==> src/rtl/sirq_pkg.sv <==
`timescale 1ns/1ps
// Package: shared trigger encoding and register address layout.
// Assumes addresses are laid out as a function of the bank count only.
package sirq_pkg;

    typedef enum logic [1:0] {
        TRG_LEVEL = 2'd0,
        TRG_ANY   = 2'd1,
        TRG_FALL  = 2'd2,
        TRG_RISE  = 2'd3
    } trig_e;

    localparam int CTRL_ADDR = 0;

    function automatic int pol_base(input int nb);
        pol_base = 1;
    endfunction

    function automatic int trg_base(input int nb);
        trg_base = 1 + nb;
    endfunction

    function automatic int ena_base(input int nb);
        ena_base = 1 + 3 * nb;
    endfunction

    function automatic int ack_base(input int nb);
        ack_base = 1 + 4 * nb;
    endfunction

    function automatic int id_base(input int nb);
        id_base = 1 + 5 * nb;
    endfunction

    function automatic int reg_count(input int nb);
        reg_count = 1 + 6 * nb;
    endfunction

endpackage

==> src/rtl/sirq_regfile.sv <==
`timescale 1ns/1ps
// Register file: holds the master enable and the per-bank polarity, trigger
// and enable words, decodes acknowledge strobes and serves reads.
// Assumes NP >= 2 and one write per cycle; reads are combinational.
module sirq_regfile
    import sirq_pkg::*;
#(
    parameter int NB = 4,
    parameter int NP = 32,
    parameter int AW = 5
) (
    input  logic             clk,
    input  logic             rst_n,
    input  logic             reg_we,
    input  logic [AW-1:0]    reg_addr,
    input  logic [NP-1:0]    reg_wdata,
    output logic [NP-1:0]    reg_rdata,
    input  logic [NB*NP-1:0] ident_i,
    output logic             master_o,
    output logic [NB*NP-1:0] pol_o,
    output logic [NB*NP-1:0] trg_lo_o,
    output logic [NB*NP-1:0] trg_hi_o,
    output logic [NB*NP-1:0] ena_o,
    output logic [NB-1:0]    ack_we_o
);

    localparam int A_POL = pol_base(NB);
    localparam int A_TRG = trg_base(NB);
    localparam int A_ENA = ena_base(NB);
    localparam int A_ACK = ack_base(NB);
    localparam int A_ID  = id_base(NB);

    logic          master_q;
    logic [NP-1:0] pol_q [NB];
    logic [NP-1:0] trg_q [2*NB];
    logic [NP-1:0] ena_q [NB];

    // Purpose: capture configuration writes, clear everything on reset.
    always_ff @(posedge clk) begin
        if (!rst_n) begin
            master_q <= 1'b0;
            for (int b = 0; b < NB; b++) begin
                pol_q[b] <= '0;
                ena_q[b] <= '0;
            end
            for (int s = 0; s < 2 * NB; s++) begin
                trg_q[s] <= '0;
            end
        end else if (reg_we) begin
            if (reg_addr == AW'(CTRL_ADDR)) begin
                master_q <= reg_wdata[0];
            end
            for (int b = 0; b < NB; b++) begin
                if (reg_addr == AW'(A_POL + b)) pol_q[b] <= reg_wdata;
                if (reg_addr == AW'(A_ENA + b)) ena_q[b] <= reg_wdata;
            end
            for (int s = 0; s < 2 * NB; s++) begin
                if (reg_addr == AW'(A_TRG + s)) trg_q[s] <= reg_wdata;
            end
        end
    end

    // Purpose: one-cycle acknowledge strobe per bank.
    always_comb begin
        for (int b = 0; b < NB; b++) begin
            ack_we_o[b] = reg_we && (reg_addr == AW'(A_ACK + b));
        end
    end

    genvar gb;
    generate
        for (gb = 0; gb < NB; gb++) begin : g_flat
            assign pol_o[gb*NP +: NP]    = pol_q[gb];
            assign trg_lo_o[gb*NP +: NP] = trg_q[gb];
            assign trg_hi_o[gb*NP +: NP] = trg_q[NB + gb];
            assign ena_o[gb*NP +: NP]    = ena_q[gb];
        end
    endgenerate

    assign master_o = master_q;

    // Purpose: read multiplexer; acknowledge and unmapped addresses read zero.
    always_comb begin
        reg_rdata = '0;
        if (reg_addr == AW'(CTRL_ADDR)) begin
            reg_rdata = {{(NP-1){1'b0}}, master_q};
        end
        for (int b = 0; b < NB; b++) begin
            if (reg_addr == AW'(A_POL + b)) reg_rdata = pol_q[b];
            if (reg_addr == AW'(A_ENA + b)) reg_rdata = ena_q[b];
            if (reg_addr == AW'(A_ID + b))  reg_rdata = ident_i[b*NP +: NP];
        end
        for (int s = 0; s < 2 * NB; s++) begin
            if (reg_addr == AW'(A_TRG + s)) reg_rdata = trg_q[s];
        end
    end

endmodule

==> src/rtl/sirq_pin_bank.sv <==
`timescale 1ns/1ps
// Pin bank: one bit index across NP ports. Keeps the last burst sample,
// detects edges against it, holds sticky edge-pending bits and forms identity.
// Assumes smp_valid is a single-cycle strobe per burst.
module sirq_pin_bank
    import sirq_pkg::*;
#(
    parameter int NP = 32
) (
    input  logic          clk,
    input  logic          rst_n,
    input  logic          smp_valid,
    input  logic [NP-1:0] smp_vec,
    input  logic [NP-1:0] trg_lo,
    input  logic [NP-1:0] trg_hi,
    input  logic [NP-1:0] pol,
    input  logic [NP-1:0] ena,
    input  logic          ack_we,
    input  logic [NP-1:0] ack_mask,
    output logic [NP-1:0] ident
);

    logic [NP-1:0] cur_q;
    logic [NP-1:0] pend_q;
    logic [NP-1:0] evt;
    logic [NP-1:0] is_level;
    logic [NP-1:0] clr_mask;
    logic [NP-1:0] set_mask;

    genvar gp;
    generate
        for (gp = 0; gp < NP; gp++) begin : g_port
            logic rise;
            logic fall;
            assign rise = smp_vec[gp] & ~cur_q[gp];
            assign fall = ~smp_vec[gp] & cur_q[gp];

            // Purpose: select the edge event this port's trigger code asks for.
            always_comb begin
                case (trig_e'({trg_hi[gp], trg_lo[gp]}))
                    TRG_ANY:  evt[gp] = rise | fall;
                    TRG_FALL: evt[gp] = fall;
                    TRG_RISE: evt[gp] = rise;
                    default:  evt[gp] = 1'b0;
                endcase
            end

            assign is_level[gp] = ({trg_hi[gp], trg_lo[gp]} == TRG_LEVEL);
        end
    endgenerate

    assign clr_mask = ack_we ? ack_mask : '0;
    assign set_mask = smp_valid ? evt : '0;

    // Purpose: update sample history and sticky edge state; a new edge beats an ack.
    always_ff @(posedge clk) begin
        if (!rst_n) begin
            cur_q  <= '0;
            pend_q <= '0;
        end else begin
            if (smp_valid) cur_q <= smp_vec;
            pend_q <= (pend_q & ~clr_mask) | set_mask;
        end
    end

    // Purpose: identity is enable AND (level condition or sticky edge).
    always_comb begin
        for (int p = 0; p < NP; p++) begin
            ident[p] = ena[p] & (is_level[p] ? (cur_q[p] ^ pol[p]) : pend_q[p]);
        end
    end

endmodule

==> src/rtl/sirq_unit.sv <==
`timescale 1ns/1ps
// Top: serial input interrupt unit. One register file and NB pin banks;
// the interrupt line is the OR of all identity bits gated by master enable.
// Assumes a single clock domain with the shift controller.
module sirq_unit
    import sirq_pkg::*;
#(
    parameter int NB = 4,
    parameter int NP = 32,
    parameter int AW = $clog2(reg_count(NB))
) (
    input  logic             clk,
    input  logic             rst_n,
    input  logic             smp_valid,
    input  logic [NB*NP-1:0] smp_data,
    input  logic             reg_we,
    input  logic [AW-1:0]    reg_addr,
    input  logic [NP-1:0]    reg_wdata,
    output logic [NP-1:0]    reg_rdata,
    output logic [NB*NP-1:0] ident_o,
    output logic             irq_o
);

    logic             master_en;
    logic [NB*NP-1:0] pol_flat;
    logic [NB*NP-1:0] trg_lo_flat;
    logic [NB*NP-1:0] trg_hi_flat;
    logic [NB*NP-1:0] ena_flat;
    logic [NB-1:0]    ack_we;

    sirq_regfile #(.NB(NB), .NP(NP), .AW(AW)) regs_i (
        .clk       (clk),
        .rst_n     (rst_n),
        .reg_we    (reg_we),
        .reg_addr  (reg_addr),
        .reg_wdata (reg_wdata),
        .reg_rdata (reg_rdata),
        .ident_i   (ident_o),
        .master_o  (master_en),
        .pol_o     (pol_flat),
        .trg_lo_o  (trg_lo_flat),
        .trg_hi_o  (trg_hi_flat),
        .ena_o     (ena_flat),
        .ack_we_o  (ack_we)
    );

    genvar gb;
    generate
        for (gb = 0; gb < NB; gb++) begin : g_bank
            sirq_pin_bank #(.NP(NP)) bank_i (
                .clk       (clk),
                .rst_n     (rst_n),
                .smp_valid (smp_valid),
                .smp_vec   (smp_data[gb*NP +: NP]),
                .trg_lo    (trg_lo_flat[gb*NP +: NP]),
                .trg_hi    (trg_hi_flat[gb*NP +: NP]),
                .pol       (pol_flat[gb*NP +: NP]),
                .ena       (ena_flat[gb*NP +: NP]),
                .ack_we    (ack_we[gb]),
                .ack_mask  (reg_wdata),
                .ident     (ident_o[gb*NP +: NP])
            );
        end
    endgenerate

    assign irq_o = master_en & (|ident_o);

endmodule

==> config.mk <==
export PLATFORM = sky130hd
export DESIGN_NAME = sirq_unit
export DESIGN_NICKNAME = d
export VERILOG_FILES = /design/src/rtl/sirq_pkg.sv /design/src/rtl/sirq_regfile.sv /design/src/rtl/sirq_pin_bank.sv /design/src/rtl/sirq_unit.sv
export SDC_FILE = /design/constraint.sdc
export NUM_CORES = 2
export LEC_CHECK = 0
export BUFFER_PORTS_ARGS = -buffer_cell sky130_fd_sc_hd__buf_2
export CAP_MARGIN = 10
export CORE_MARGIN = 1
export CORE_UTILIZATION = 35
export DETAILED_ROUTE_END_ITERATION = 10
export PLACE_DENSITY = 0.56
export SLEW_MARGIN = 20
export SYNTH_ARGS = -nofsm -noshare
export SYNTH_HDL_FRONTEND = slang
export SYNTH_SLANG_ARGS = --single-unit
==> constraint.sdc <==
create_clock -name clk -period 3.3 [get_ports clk]
set_input_delay 0.165 -clock clk [delete_from_list [all_inputs] [get_ports clk]]
set_output_delay 0.165 -clock clk [all_outputs]
set_load 0.03 [all_outputs]
==> flow_summary.ini <==
[sta]
worst_pin_slew_ns = 0.950
rsz0062_at_grt = true
fmax_ghz = 0.256
slew_headroom = 0.367
layout_min_cycle_time_ns = 3.91
post-route-period-util = 1.18
setup_viol_count_final = 2
setup_tns_ns = -0.684
final_max_slew_viol_count = 0
finalHoldViolCount = 0
postLayoutSetupSlackWorst_ns = -0.607
clock_skew_ns = 0.0424

[critical_path]
critPathCaptureType = primary output
cp_max_fo = 4
crit_type = reg -> out
crit_arrival_ns = 3.74
cp.required_ns = 3.13
cp-start-kind = register

[routing]
routedWlPerCell_um = 31.0
drtIter0Drc = 5837
drt-total-wl_um = 215000
drtAntennaViolNets = 0
via_count = 41400
remaining_drc_errors = 0
drt-pass1-iter-count = 8
viasPerCell = 5.97

[synthesis]
synth_area_leaders = edfxtp_1 35%, dfxtp_1 12%, ha_1 7.3%
yosys.area.top_type = edfxtp_1
yosysUniqueCellTypes = 83
ys.warnings.count = 0
syn_nets = 4971
synth.most_common_cell = nor2_1
syn_avg_cell_area_sq_um = 9.72
syn-cell-area_sq_um = 44200
ys_top_cells_by_count = 717 x nor2_1, 512 x edfxtp_1, 351 x inv_1
synth-edff-count = 512
synth_top_area_share = 0.348
synthArstFlopShare = 0
ys.flop_type = edfxtp_1
syn_inst = 4546
ys_seq_area_frac = 0.465
ys_ff_latch = 769

[cells_and_area]
finalNetCount = 5636
drive_above_1_share = 0.196
multiInputGateArea_sq_um = 21700
fin_util = 0.441
fillers = 12000
final_area_sq_um = 54900
syn2layout_area_growth_pct = 24.2
seq_area_sq_um = 20500

[floorplanning]
dieWidth_um = 357
coreArea_sq_um = 124000
start_util = 0.355
ioPinCount = 330
die_y_um = 357
rows = 129
die-area_sq_um = 128000

[clocking]
cts_tree = built
cts_buffers = 91
clockBufferDepth = 3
root_buffer = clkbuf_16
clk_latency_ns = 0.71
clk_pin_slew_ns = 0.06
h-tree-depth = 3
clock_sinks = 769

[place]
place_area_sq_um = 49800
place.gp.congestion = 0.968
place_hpwl_um = 148000
io_buffers = 329
place_ws_ns = -0.123

[global_routing]
grt_pass1_wl_um = 293000
grt_antenna_before_repair = 20
globalRouteOverflowTotal = 0
grt_usage = 0.325
grt_pass1_vias = 38200
grt_max_degree = 73

[power]
p_leak_nw = 22.7
powerDensity_nw_per_um2 = 481
ir_worst_vdd_mv = 0.396

[status]
violations = setup timing
status = finished, violations left

[hold_path]
hp-class = in -> reg

[job]
drv_cap = 0
per-layer routing:
metal / routed length [um] / vias up / GRT usage
met2: 90800 / 2917 / 0.485
met4: 14100 / 20 / 0.187
met3: 26600 / 717 / 0.0906
met1: 83000 / 20200 / 0.421
met5: 140 / - / 0
li1: - / 17500 / -
sequential cells by signal (all words and copies together), names as in the netlist:
register / count
regs_i.trg_q: 256
g_bank.bank_i.cur_q: 128
g_bank.bank_i.pend_q: 128
regs_i.pol_q: 128
regs_i.master_o: 1
regs_i.ena_q: 128
area by class of cell:
type,count,share of cell area
tap,1637,0.0373
multi-input combinational,3164,0.395
sequential,769,0.374
clock buffer,130,0.0474
antenna,8,0.000365
timing repair buffer,832,0.115
inverter,353,0.0241
clock inverter,40,0.00707
report_power, final:
group,switching (mW),internal [mW]
Clock,4.40,5.96
Combinational,2.82,1.72
Sequential,0.640,10.9
cells in the final DEF, fill, tap and decap left out, types with 70 or more instances in the layout:
master,synthesis,layout
clkbuf_16,0,95
mux2i_1,132,132
dfxtp_1,257,257
xnor2_1,70,70
inv_1,351,350
ha_1,256,256
edfxtp_1,512,512
o21ai_0,172,168
a21oi_1,154,152
nor2_1,717,705
dlygate4sd3_1,0,166
nor2b_1,263,260
nand2_1,332,307
a22o_1,122,122
a22oi_1,167,166
buf_2,59,324
buf_4,2,305
mux2_2,128,128
path summary, 6_finish.rpt:
path                                                  end                                     from  depth (start not counted)  slack (ns)
setup / recovery                                    irq_o           regs_i.trg_q[0][254]$_DFFE_PP_                          8       -0.61
hold / removal    g_bank[2].bank_i.cur_q[15]$_SDFFE_PN0P_                                smp_valid                          3        0.07
setup reg to reg   g_bank[1].bank_i.pend_q[16]$_SDFF_PN0_  g_bank[1].bank_i.cur_q[16]$_SDFFE_PN0P_                          6        1.74
hold reg to reg    g_bank[2].bank_i.pend_q[24]$_SDFF_PN0_   g_bank[2].bank_i.pend_q[24]$_SDFF_PN0_                          2        0.51
stage by stage:
step / hold WS [ns] / instances / power [mW]
2_1_floorplan: 0.331 / 4546 / 13.8
6_report: 0.0725 / 6933 / 26.4
5_1_grt: 0.116 / 6927 / 27.1
3_5_place_dp: 0.466 / 6567 / 15.9
4_1_cts: 0.0839 / 6905 / 26.3
3_3_place_gp: 0.455 / 6567 / 15.8
critical path, stage by stage (launching register included):
cell and delay (ns):
edfxtp_1 0.41, nor2_1 0.08, o211ai_1 0.46, inv_1 0.32
nor4_4 0.59, buf_4 0.22, nand4b_1 0.19, o41a_1 0.58
buf_6 0.21
kinds of logic (layout without fill, tap and decap cells):
group,Yosys count,count (layout),synth area share
simple gates,1485,1485,0.151
compound gates,1035,1035,0.170
flops,769,769,0.465
buf+inv,613,1355,0.0539
mux,260,260,0.0625
fa+ha+maj,256,256,0.0725
xor+xnor,128,128,0.0254
other cells,0,8,0
repair_timing:
action,in CTS,in global routing
endpoints found under the hold margin,257,0
hold buffers,166,0
endpoints found under the setup margin,10,11
pin swaps,3,12
buffers inserted,2,20
resized for setup,29,19
Power figures use the tool's default switching activity.
